[config.mk]
export PLATFORM = sky130hd
export DESIGN_NAME = irq_prio_core
export DESIGN_NICKNAME = d
export VERILOG_FILES = /design/src/rtl/irq_prio_pkg.sv /design/src/rtl/irq_prio_scan.sv /design/src/rtl/irq_prio_judge.sv /design/src/rtl/irq_prio_core.sv
export SDC_FILE = /design/constraint.sdc
export NUM_CORES = 2
export LEC_CHECK = 0
export BUFFER_PORTS_ARGS = -buffer_cell sky130_fd_sc_hd__buf_2
export CAP_MARGIN = 25
export CORE_MARGIN = 2
export CORE_UTILIZATION = 45
export CTS_CLUSTER_DIAMETER = 60
export DETAILED_ROUTE_END_ITERATION = 6
export GPL_TIMING_DRIVEN = 0
export PLACE_DENSITY_LB_ADDON = 0.3
export SLEW_MARGIN = 20
export SYNTH_ARGS = -nofsm -noshare
export SYNTH_HDL_FRONTEND = slang
export SYNTH_HIERARCHICAL = 1
export SYNTH_SLANG_ARGS = --single-unit
[constraint.sdc]
create_clock -name clk -period 6.35 [get_ports clk]
set_input_delay 0.3175 -clock clk [delete_from_list [all_inputs] [get_ports clk]]
set_output_delay 0.3175 -clock clk [all_outputs]
set_load 0.005 [all_outputs]
[src/rtl/irq_prio_pkg.sv]
package irq_prio_pkg;
  parameter int VEC_W  = 8;
  parameter int NVEC   = 1 << VEC_W;
  parameter int WORD_W = 32;
  parameter int CLS_W  = 4;
  parameter int CTL_W  = 13;
  parameter int CTL_EN_BIT  = 8;
  parameter int CTL_SUP_BIT = 12;

  typedef enum logic [1:0] {
    ACK_NONE  = 2'd0,
    ACK_GRANT = 2'd1,
    ACK_SPUR  = 2'd2
  } ack_code_e;

  // processor priority: task priority, or the in-service class when it is higher
  function automatic logic [VEC_W-1:0] calc_ppr(input logic [VEC_W-1:0] tpr,
                                                input logic isr_any,
                                                input logic [VEC_W-1:0] isr_vec);
    logic [CLS_W-1:0] icls;
    icls = isr_any ? isr_vec[VEC_W-1 -: CLS_W] : '0;
    if (tpr[VEC_W-1 -: CLS_W] >= icls) return tpr;
    return {icls, {(VEC_W-CLS_W){1'b0}}};
  endfunction

  // a candidate is masked when ppr is nonzero and its class does not exceed the ppr class
  function automatic logic is_masked(input logic [VEC_W-1:0] req_vec,
                                     input logic [VEC_W-1:0] ppr);
    return (ppr != '0) && (req_vec[VEC_W-1 -: CLS_W] <= ppr[VEC_W-1 -: CLS_W]);
  endfunction
endpackage

[src/rtl/irq_prio_scan.sv]
module irq_prio_scan #(
  parameter int NBITS  = 256,
  parameter int WORD_W = 32
) (
  input  logic [NBITS-1:0]         bits_i,
  output logic                     any_o,
  output logic [$clog2(NBITS)-1:0] idx_o
);
  localparam int NWORDS = NBITS / WORD_W;
  localparam int IW     = $clog2(NBITS);
  localparam int BW     = $clog2(WORD_W);

  function automatic logic [BW-1:0] top_bit(input logic [WORD_W-1:0] v);
    logic [BW-1:0] r;
    r = '0;
    for (int b = 0; b < WORD_W; b++) if (v[b]) r = BW'(b);
    return r;
  endfunction

  logic [NWORDS-1:0]         word_any;
  logic [NWORDS-1:0][BW-1:0] word_top;

  for (genvar w = 0; w < NWORDS; w++) begin : g_word
    logic [WORD_W-1:0] slice;
    assign slice       = bits_i[w*WORD_W +: WORD_W];
    assign word_any[w] = |slice;
    assign word_top[w] = top_bit(slice);
  end

  // later (higher) words override lower ones
  always_comb begin
    any_o = |word_any;
    idx_o = '0;
    for (int w = 0; w < NWORDS; w++) begin
      if (word_any[w]) idx_o = IW'(w * WORD_W) + IW'(word_top[w]);
    end
  end
endmodule

[src/rtl/irq_prio_judge.sv]
module irq_prio_judge
  import irq_prio_pkg::*;
(
  input  logic [VEC_W-1:0] tpr_i,
  input  logic             isr_any_i,
  input  logic [VEC_W-1:0] isr_vec_i,
  input  logic             irr_any_i,
  input  logic [VEC_W-1:0] irr_vec_i,
  output logic [VEC_W-1:0] ppr_o,
  output logic             masked_o,
  output logic             deliver_o
);
  always_comb begin
    ppr_o     = calc_ppr(tpr_i, isr_any_i, isr_vec_i);
    masked_o  = irr_any_i && is_masked(irr_vec_i, ppr_o);
    deliver_o = irr_any_i && !masked_o;
  end

  always_comb begin
    if (deliver_o) assert_deliver_outranks_R4 : assert (irr_vec_i[VEC_W-1 -: CLS_W] > ppr_o[VEC_W-1 -: CLS_W] || ppr_o == '0);
  end
endmodule

[src/rtl/irq_prio_core.sv]
module irq_prio_core
  import irq_prio_pkg::*;
#(
  parameter logic [CTL_W-1:0] CTL_RST = 13'h00FF
) (
  input  logic        clk,
  input  logic        rst_n,
  input  logic        inj_valid,
  input  logic [7:0]  inj_vector,
  input  logic        inj_level,
  input  logic        tpr_wr,
  input  logic [7:0]  tpr_data,
  input  logic        ctl_wr,
  input  logic [12:0] ctl_data,
  input  logic        eoi_wr,
  input  logic        ack_req,
  output logic        irq_out,
  output logic [7:0]  ppr_out,
  output logic        ack_valid,
  output logic [1:0]  ack_code,
  output logic [7:0]  ack_vector,
  output logic        eoi_bcast_valid,
  output logic [7:0]  eoi_bcast_vector
);
  localparam int SVR_W = CTL_EN_BIT + 1;

  logic [NVEC-1:0]  irr_q, isr_q, tmr_q;
  logic [NVEC-1:0]  irr_d, isr_d, tmr_d;
  logic [VEC_W-1:0] tpr_q;
  logic [SVR_W-1:0] svr_q;
  logic             sup_q;

  logic             irr_any, isr_any;
  logic [VEC_W-1:0] irr_top, isr_top;
  logic [VEC_W-1:0] ppr_w;
  logic             masked_w, deliver_w;

  // named internal events
  logic       sw_en;
  logic       grant_evt;
  logic       spur_evt;
  logic       retire_evt;
  logic       bcast_evt;
  ack_code_e  ack_code_d;

  irq_prio_scan #(.NBITS(NVEC), .WORD_W(WORD_W)) u_scan_irr (
    .bits_i(irr_q), .any_o(irr_any), .idx_o(irr_top));
  irq_prio_scan #(.NBITS(NVEC), .WORD_W(WORD_W)) u_scan_isr (
    .bits_i(isr_q), .any_o(isr_any), .idx_o(isr_top));

  irq_prio_judge u_judge (
    .tpr_i(tpr_q), .isr_any_i(isr_any), .isr_vec_i(isr_top),
    .irr_any_i(irr_any), .irr_vec_i(irr_top),
    .ppr_o(ppr_w), .masked_o(masked_w), .deliver_o(deliver_w));

  assign sw_en      = svr_q[CTL_EN_BIT];
  assign grant_evt  = ack_req && sw_en && deliver_w;
  assign spur_evt   = ack_req && sw_en && masked_w;
  assign retire_evt = eoi_wr && isr_any;
  assign bcast_evt  = retire_evt && tmr_q[isr_top] && !sup_q;

  always_comb begin
    if (grant_evt)     ack_code_d = ACK_GRANT;
    else if (spur_evt) ack_code_d = ACK_SPUR;
    else               ack_code_d = ACK_NONE;
  end

  always_comb begin
    irr_d = irr_q;
    isr_d = isr_q;
    tmr_d = tmr_q;
    if (grant_evt)  irr_d[irr_top] = 1'b0;
    if (retire_evt) isr_d[isr_top] = 1'b0;
    if (grant_evt)  isr_d[irr_top] = 1'b1;
    if (inj_valid) begin
      irr_d[inj_vector] = 1'b1;
      tmr_d[inj_vector] = inj_level;
    end
  end

  always_ff @(posedge clk or negedge rst_n) begin
    if (!rst_n) begin
      irr_q            <= '0;
      isr_q            <= '0;
      tmr_q            <= '0;
      tpr_q            <= '0;
      svr_q            <= CTL_RST[SVR_W-1:0];
      sup_q            <= CTL_RST[CTL_SUP_BIT];
      irq_out          <= 1'b0;
      ack_valid        <= 1'b0;
      ack_code         <= ACK_NONE;
      ack_vector       <= '0;
      eoi_bcast_valid  <= 1'b0;
      eoi_bcast_vector <= '0;
    end else begin
      irr_q <= irr_d;
      isr_q <= isr_d;
      tmr_q <= tmr_d;
      if (tpr_wr) tpr_q <= tpr_data;
      if (ctl_wr) begin
        svr_q <= ctl_data[SVR_W-1:0];
        sup_q <= ctl_data[CTL_SUP_BIT];
      end
      irq_out   <= sw_en && deliver_w;
      ack_valid <= ack_req;
      ack_code  <= ack_code_d;
      case (ack_code_d)
        ACK_GRANT: ack_vector <= irr_top;
        ACK_SPUR:  ack_vector <= svr_q[VEC_W-1:0];
        default:   ack_vector <= '0;
      endcase
      eoi_bcast_valid  <= bcast_evt;
      eoi_bcast_vector <= bcast_evt ? isr_top : '0;
    end
  end

  assign ppr_out = ppr_w;

  assert_ack_latency_R11 : assert property (@(posedge clk) disable iff (!rst_n)
    ack_req |=> ack_valid);
  assert_ack_origin_R11 : assert property (@(posedge clk) disable iff (!rst_n)
    ack_valid |-> $past(ack_req));
  assert_grant_in_service_R6 : assert property (@(posedge clk) disable iff (!rst_n)
    (ack_valid && ack_code == ACK_GRANT) |-> isr_q[ack_vector]);
  assert_disabled_quiet_R7 : assert property (@(posedge clk) disable iff (!rst_n)
    !$past(sw_en) |-> (!irq_out && !(ack_valid && ack_code != ACK_NONE)));
  assert_spur_value_R4 : assert property (@(posedge clk) disable iff (!rst_n)
    (ack_valid && ack_code == ACK_SPUR) |-> ack_vector == $past(svr_q[VEC_W-1:0]));
  assert_bcast_gate_R9 : assert property (@(posedge clk) disable iff (!rst_n)
    eoi_bcast_valid |-> ($past(eoi_wr) && !$past(sup_q) && !isr_q[eoi_bcast_vector]));
  assert_ppr_floor_R3 : assert property (@(posedge clk) disable iff (!rst_n)
    ppr_out >= tpr_q);
endmodule

### After elaboration in Yosys (flattened, before gate mapping)

Cells that the tools add are included.
W data, S select, Z words.

| storage, ports and cells | value |
|---|---|
| flip-flop bits (word level) | 807 |
| output and inout bits | 29 |

| cells by class | value |
|---|---|
| add/subtract/negate cells | 14 |
| equal/unequal tests | 2 |
| bitwise gates (word level) | 6 |
| multiplexer cells | 533 |
| order comparisons | 8 |
| reduce and logical (&&, ||, !) cells | 34 |

Operator list:

| operator | count |
|---|---|
| $mux W5 | 258 |
| $mux W256 | 4 |
| $mux W4 | 129 |
| $and A256 B256 Y256 | 2 |
| $not A256 Y256 | 2 |
| $or A256 B256 Y256 | 2 |
| $reduce_or A256 Y1 | 2 |
| $reduce_or A32 Y1 | 16 |
| $bwmux W256 | 1 |
| $mux W3 | 64 |
| $mux W8 | 17 |
| $mux W2 | 34 |
| $add A7 B5 Y8 const A | 4 |
| $add A8 B5 Y8 const A | 4 |
| $lt A8 B9 Y1 const B | 3 |
| $demux W1 S8 | 3 |
| $ge A8 B1 Y1 const B | 3 |
| $mux W1 | 21 |
| $add A7 B6 Y8 const A | 2 |
| $pmux W8 S2 | 1 |
| $add A6 B5 Y7 const A | 2 |
| $add A6 B6 Y7 const A | 2 |
| $logic_and A1 B1 Y1 | 13 |
| $bmux W1 S8 | 1 |
| 6 further kinds | 7 |

### Longest topological paths before layout

| depth | value |
|---|---|
| depth in word-level cells | 52 |
| depth in mapped cells | 27 |

### Modules after synthesis

Netlist, hierarchy kept.

By module, submodules not included:

| module | area an instance (sq um) | cells an instance | instances |
|---|---|---|---|
| irq_prio_core | 33,707.3 | 3,071 | 1 |
| irq_prio_scan | 2,997.9 | 539 | 2 |
| irq_prio_judge | 417.9 | 47 | 1 |

### Worst setup path after synthesis

Ideal clock, no wire load.

| path | value |
|---|---|
| path kind | reg-to-reg |
| from | reg isr_q[255] |
| to | reg irr_q[130] |
| stages on the path, launching flop included | 25 |
| setup slack | 703 ps |
| clock period less this slack | 5,647 ps |
| data required time | 6,217 ps |
| data arrival time | 5,514 ps |
| path buffers | 3 |
| path through | dfrtp_1 or4_1 nand2b_1 or3_1 nor2_1 nand3_1 or3_1 and2_1 ha_1 nand2b_4 a2111oi_4 nor2_2 buf_6 mux2i_1 ha_1 and4_1 a21oi_1 o31a_1 nand3_1 clkinv_1 clkbuf_1 clkbuf_1 nand3_1 o21ai_0 o21ai_0 |

| between the ends | value |
|---|---|
| cells in the longest elaborated chain, start to end | 16 |

RTL lines:

| element | RTL line | RTL |
|---|---|---|
| start, declared | irq_prio_core.sv:27 | `logic [NVEC-1:0] irr_q, isr_q, tmr_q;` |
| start signal, assigned | irq_prio_core.sv:97 | `isr_q <= isr_d;` |
| $mux W5 | irq_prio_scan.sv:16 | `for (int b = 0; b < WORD_W; b++) if (v[b]) r = BW'(b);` |
| $add A6 B6 Y7 | irq_prio_scan.sv:35 | `if (word_any[w]) idx_o = IW'(w * WORD_W) + IW'(word_top[w]);` |
| $mux W8 (*) | irq_prio_scan.sv:35 |  |
| net isr_top[7] | irq_prio_core.sv:34 | `logic [VEC_W-1:0] irr_top, isr_top;` |
| $mux W4 (*) | irq_prio_pkg.sv:21 | `icls = isr_any ? isr_vec[VEC_W-1 -: CLS_W] : '0;` |
| $ge A4 B4 Y1 | irq_prio_pkg.sv:22 | `if (tpr[VEC_W-1 -: CLS_W] >= icls) return tpr;` |
| $mux W1 | irq_prio_pkg.sv:22 |  |
| $mux W8 (*) | irq_prio_pkg.sv:23 | `return {icls, {(VEC_W-CLS_W){1'b0}}};` |
| [3 not listed] | - |  |
| $logic_not A1 Y1 (*) | irq_prio_judge.sv:16 | `deliver_o = irr_any_i && !masked_o;` |
| $logic_and A1 B1 Y1 (*) | irq_prio_judge.sv:16 |  |
| net deliver_w | irq_prio_core.sv:36 | `logic masked_w, deliver_w;` |
| $logic_and A1 B1 Y1 (*) | irq_prio_core.sv:57 | `assign grant_evt = ack_req && sw_en && deliver_w;` |
| $mux W256 (*) | irq_prio_core.sv:72 | `if (grant_evt) irr_d[irr_top] = 1'b0;` |
| $or A256 B256 Y256 (no line) | - |  |
| $mux W256 (*) | irq_prio_core.sv:75 | `if (inj_valid) begin` |
| net irr_d[130] | irq_prio_core.sv:28 | `logic [NVEC-1:0] irr_d, isr_d, tmr_d;` |
| end signal, assigned | irq_prio_core.sv:96 | `irr_q <= irr_d;` |
| end, declared | irq_prio_core.sv:27 |  |

Mark *: on every way through the listed nets, which the timed path passes. The rest lies on a longest branch.
A chain may end at the register's enable or synchronous reset.

### Worst setup path after layout

| path | value |
|---|---|
| from | reg isr_q[1] |
| to | reg eoi_bcast_vector[0] |

| between the ends | value |
|---|---|
| cells in the longest elaborated chain, start to end | 44 |

RTL lines:

| element | RTL line | RTL |
|---|---|---|
| $mux W1 | irq_prio_scan.sv:16 |  |
| $mux W2 (2 in a row) | irq_prio_scan.sv:16 |  |
| $mux W3 (4 in a row) | irq_prio_scan.sv:16 |  |
| $mux W4 (8 in a row) | irq_prio_scan.sv:16 |  |
| $mux W5 (16 in a row) | irq_prio_scan.sv:16 |  |
| $mux W5 (*) | irq_prio_scan.sv:35 |  |
| $mux W8 (*) (7 in a row) | irq_prio_scan.sv:35 |  |
| net isr_top[0] | irq_prio_core.sv:34 |  |
| $bmux W1 S8 | irq_prio_core.sv:60 | `assign bcast_evt = retire_evt && tmr_q[isr_top] && !sup_q;` |
| $mux W1 (implied by the code) | irq_prio_core.sv:60 |  |
| $logic_and A1 B1 Y1 (2 in a row) | irq_prio_core.sv:60 |  |
| $mux W8 (*) | irq_prio_core.sv:113 | `eoi_bcast_vector <= bcast_evt ? isr_top : '0;` |
| end signal, assigned | irq_prio_core.sv:113 |  |
| end, declared | irq_prio_core.sv:23 | `output logic [7:0] eoi_bcast_vector` |

Mark *: on every way through the listed nets, which the timed path passes. The rest lies on a longest branch. The select of a mux whose other input is x is not followed.

==> summary.txt <==
Outcome
  • Status: complete, but fails checks
  • Failing checks: negative setup slack

Placed design
  • Placed Area: 42300 um^2
  • Setup Slack @ Placement: -2220 ps
  • Post-DP HPWL: 115000 um
  • Gpl congestion: 1.03
  • Port bufs: 57
  • Placed cell count: 5446

Clock tree
  • CTS Root Cell: clkbuf_16
  • Num CTS Buffers: 90
  • Worst skew pair latency: 690 ps
  • H-tree Lvls: 3
  • TritonCTS clock tree: done
  • Reg clk slew, reported paths: 70 ps
  • CTS Buffer Depth: 3
  • Clock sink count: 807

Final layout
  • Final nets: 4466
  • Area Growth Syn to Fin: 15.6%
  • Post-Layout Inst Area: 46400 um^2
  • Finished Layout Cells: 5665
  • Filler cells: 8025
  • Layout cell share with drive strength beyond 1: 0.166
  • Core Util, Final: 0.525

STA
  • Setup tns final: -292 ps
  • Final hold violation count: 0
  • Worst relative slew slack: 0.151
  • Worst hold margin: 106 ps
  • Final Slew Violations: 0
  • Min Tclk post-route: 6420 ps
  • Final cycle utilization of the critical path: 1.01
  • Least-Margin Pin Slew: 1270 ps
  • Final setup violation count: 7
  • Max Clock Freq: 0.156 GHz
  • Post-route setup slack: -71.0 ps
  • Clock skew: 32.7 ps

Logic synthesis
  • Synth cell types: 74
  • FFs w/ async S/R, synth: 1.00
  • Synthesized flop and latch total: 807
  • Mean post-synth cell area: 9.56 um^2
  • Area of the mapped netlist: 40100 um^2
  • Synth Warn #: 6
  • Sequential area share after synthesis: 0.504
  • Mapped Cells: 4196
  • Post-synth EDFFs: 0
  • Synth Net Count: 4241
  • Synth Flop Type: dfrtp_1

Route
  • WL/cell: 29.7 um
  • First-iteration detailed-routing DRC count: 5431
  • Final ANT Viol Nets: 0
  • Wl on met1: 61900 um
  • Met3 wire length: 20200 um
  • Max Used Layer: met5
  • Vias: 38000
  • Final WL: 168000 um
  • Pre-Repair DR Iteration Count: 6
  • DRC: 0
  • Vias per inst: 6.70
  • Met2 WL post-DR: 69800 um

Global routing
  • Largest net degree at the start of global routing: 138
  • Global-route wire length before repair: 242000 um
  • Grt total ovfl: 0
  • Initial antenna violation count: 14
  • Number of global-route vias before repair: 35800
  • Gr usage total: 0.362

Floorplan
  • Die Wd: 303 um
  • Die height: 303 um
  • Die ar.: 91600 um^2
  • Row cnt: 109
  • Starting Density: 0.454
  • Core area: 88400 um^2
  • Top-Level Pins: 66

Setup path
  • Crit Path Class: register to register
  • Arr. time, crit path: 7010 ps
  • Worst endpoint required time: 6940 ps
  • Max FO, Critical Path: 10
  • CP Capture Type: register
  • Setup crit start kind: register

Power and ir drop
  • Net Sw Power: 14.1 mW
  • Seq pwr share: 0.226
  • Clk pwr share: 0.194
  • Combinational fraction of design power: 0.581
  • PwrDens: 601 nW/um^2
  • Switching share of power: 0.507
  • Lkg Pwr: 20.0 nW
  • Peak supply drop: 0.612 mV
  • Power Total: 27.9 mW
  • Power Internal: 13.7 mW

Hold path
  • Hold WC Path Type: primary input to register

Run
  • Max-Cap Viols: 0
-- power by group through the flow --
stage / Combinational (mW) / Sequential [mW] / Clock [mW]
floorplan: 8.35 / 6.17 / 0
global placement: 14.4 / 6.31 / 0
detailed placement: 14.5 / 6.31 / 0
CTS: 14.9 / 6.24 / 5.40
global route: 16.5 / 6.35 / 5.62
finish: 16.2 / 6.29 / 5.40
-- flip-flops by register name, indices dropped and copies added (netlist names) --
| signal | flops |
|---|---|
| irr_q | 256 |
| isr_q | 256 |
| tmr_q | 256 |
| svr_q | 9 |
| ack_vector | 8 |
| eoi_bcast_vector | 8 |
| tpr_q | 8 |
| ack_code | 2 |
| ack_valid | 1 |
| eoi_bcast_valid | 1 |
| irq_out | 1 |
| sup_q | 1 |
-- cells in the final DEF (no fill, tap or decap), types with 93 or more instances in the layout --
master / instances
dfrtp_1: 799
a21oi_1: 126
mux2_2: 261
nand3_1: 95
nand2_1: 221
nor4_1: 103
inv_1: 103
clkbuf_1: 209
o21ai_0: 1077
nor3_1: 100
clkbuf_16: 93
nor2_1: 413
-- path summary, 6_finish.rpt --
kind	from	endpoint	slack, ps	cells past startpoint
min in group asynchronous	rst_n	isr_q[101]	150	2
min	ctl_wr	sup_q	110	2
max reg2reg	isr_q[1]	eoi_bcast_vector[0]	-70	18
max	isr_q[1]	eoi_bcast_vector[0]	-70	18
max in group asynchronous	rst_n	tmr_q[245]	4100	5
min reg2reg	tmr_q[33]	tmr_q[33]	500	1
-- metal layers --
layer / global-route usage / vias to the layer above
met5: 0 / -
met4: 0.285 / 14
met3: 0.106 / 820
met2: 0.514 / 2768
met1: 0.461 / 18600
li1: - / 15800
-- synth_stat cells, drive strengths merged, types with 16 or more instances --
cell type,instances,area [um^2]
o221ai,18,158
nor3,101,505
a31oi,16,106
o211ai,18,135
a211oi,20,160
nor2,421,1590
nor2b,50,313
mux4,45,1010
clkbuf,237,890
o21ai,1086,5440
mux2i,45,450
dfrtp,799,20000
nand2,224,841
a21oi,129,646
nand2b,30,195
nand4,40,250
a22oi,21,158
buf,39,243
mux2,264,2980
or4,28,225
nand3,113,566
inv,103,387
nor4,135,907
o31ai,28,210
and2,17,111
-- worst max-delay path, cell delays in order, from the launching register on --
cell       delay, ps
dfrtp_1          400
nor3b_1          150
nor3_1           220
o311a_1          180
o221ai_1         140
a2111oi_0       1040
o2111ai_1        440
nor3_1           530
o21ai_0          290
buf_6            240
buf_8            180
buf_6            180
buf_4            230
mux2i_1          160
a22oi_1          200
nand3_1          130
a311oi_1         990
o311ai_4         340
a21boi_1         260
-- what timing repair did --
action | 4_1_cts | 5_1_grt
pin swaps | 7 | 11
hold endpoints to repair | 101 | 0
endpoints found under the setup margin | 530 | 525
hold buffers | 20 | 0
resized for setup | 84 | 96
buffers inserted | 11 | 15
-- cells by family after synthesis --
| logic type | synth area share |
|---|---|
| buf+inv | 0.0380 |
| flops | 0.504 |
| simple gates | 0.144 |
| fa+ha+maj | 0.00249 |
| mux | 0.111 |
| compound gates | 0.201 |
-- area by class of cell --
| type | instances | area (um^2) | area share |
|---|---|---|---|
| antenna | 7 | 17.5 | 0.000378 |
| buffer | 274 | 1330 | 0.0286 |
| clock buffer | 127 | 2590 | 0.0559 |
| clock inverter | 37 | 405 | 0.00874 |
| inverter | 104 | 393 | 0.00847 |
| multi-input combinational | 3009 | 18800 | 0.406 |
| sequential | 807 | 20200 | 0.436 |
| tap | 1165 | 1460 | 0.0314 |
| timing repair buffer | 135 | 1160 | 0.0250 |
Note: power is estimated with default switching activity, not from simulation.
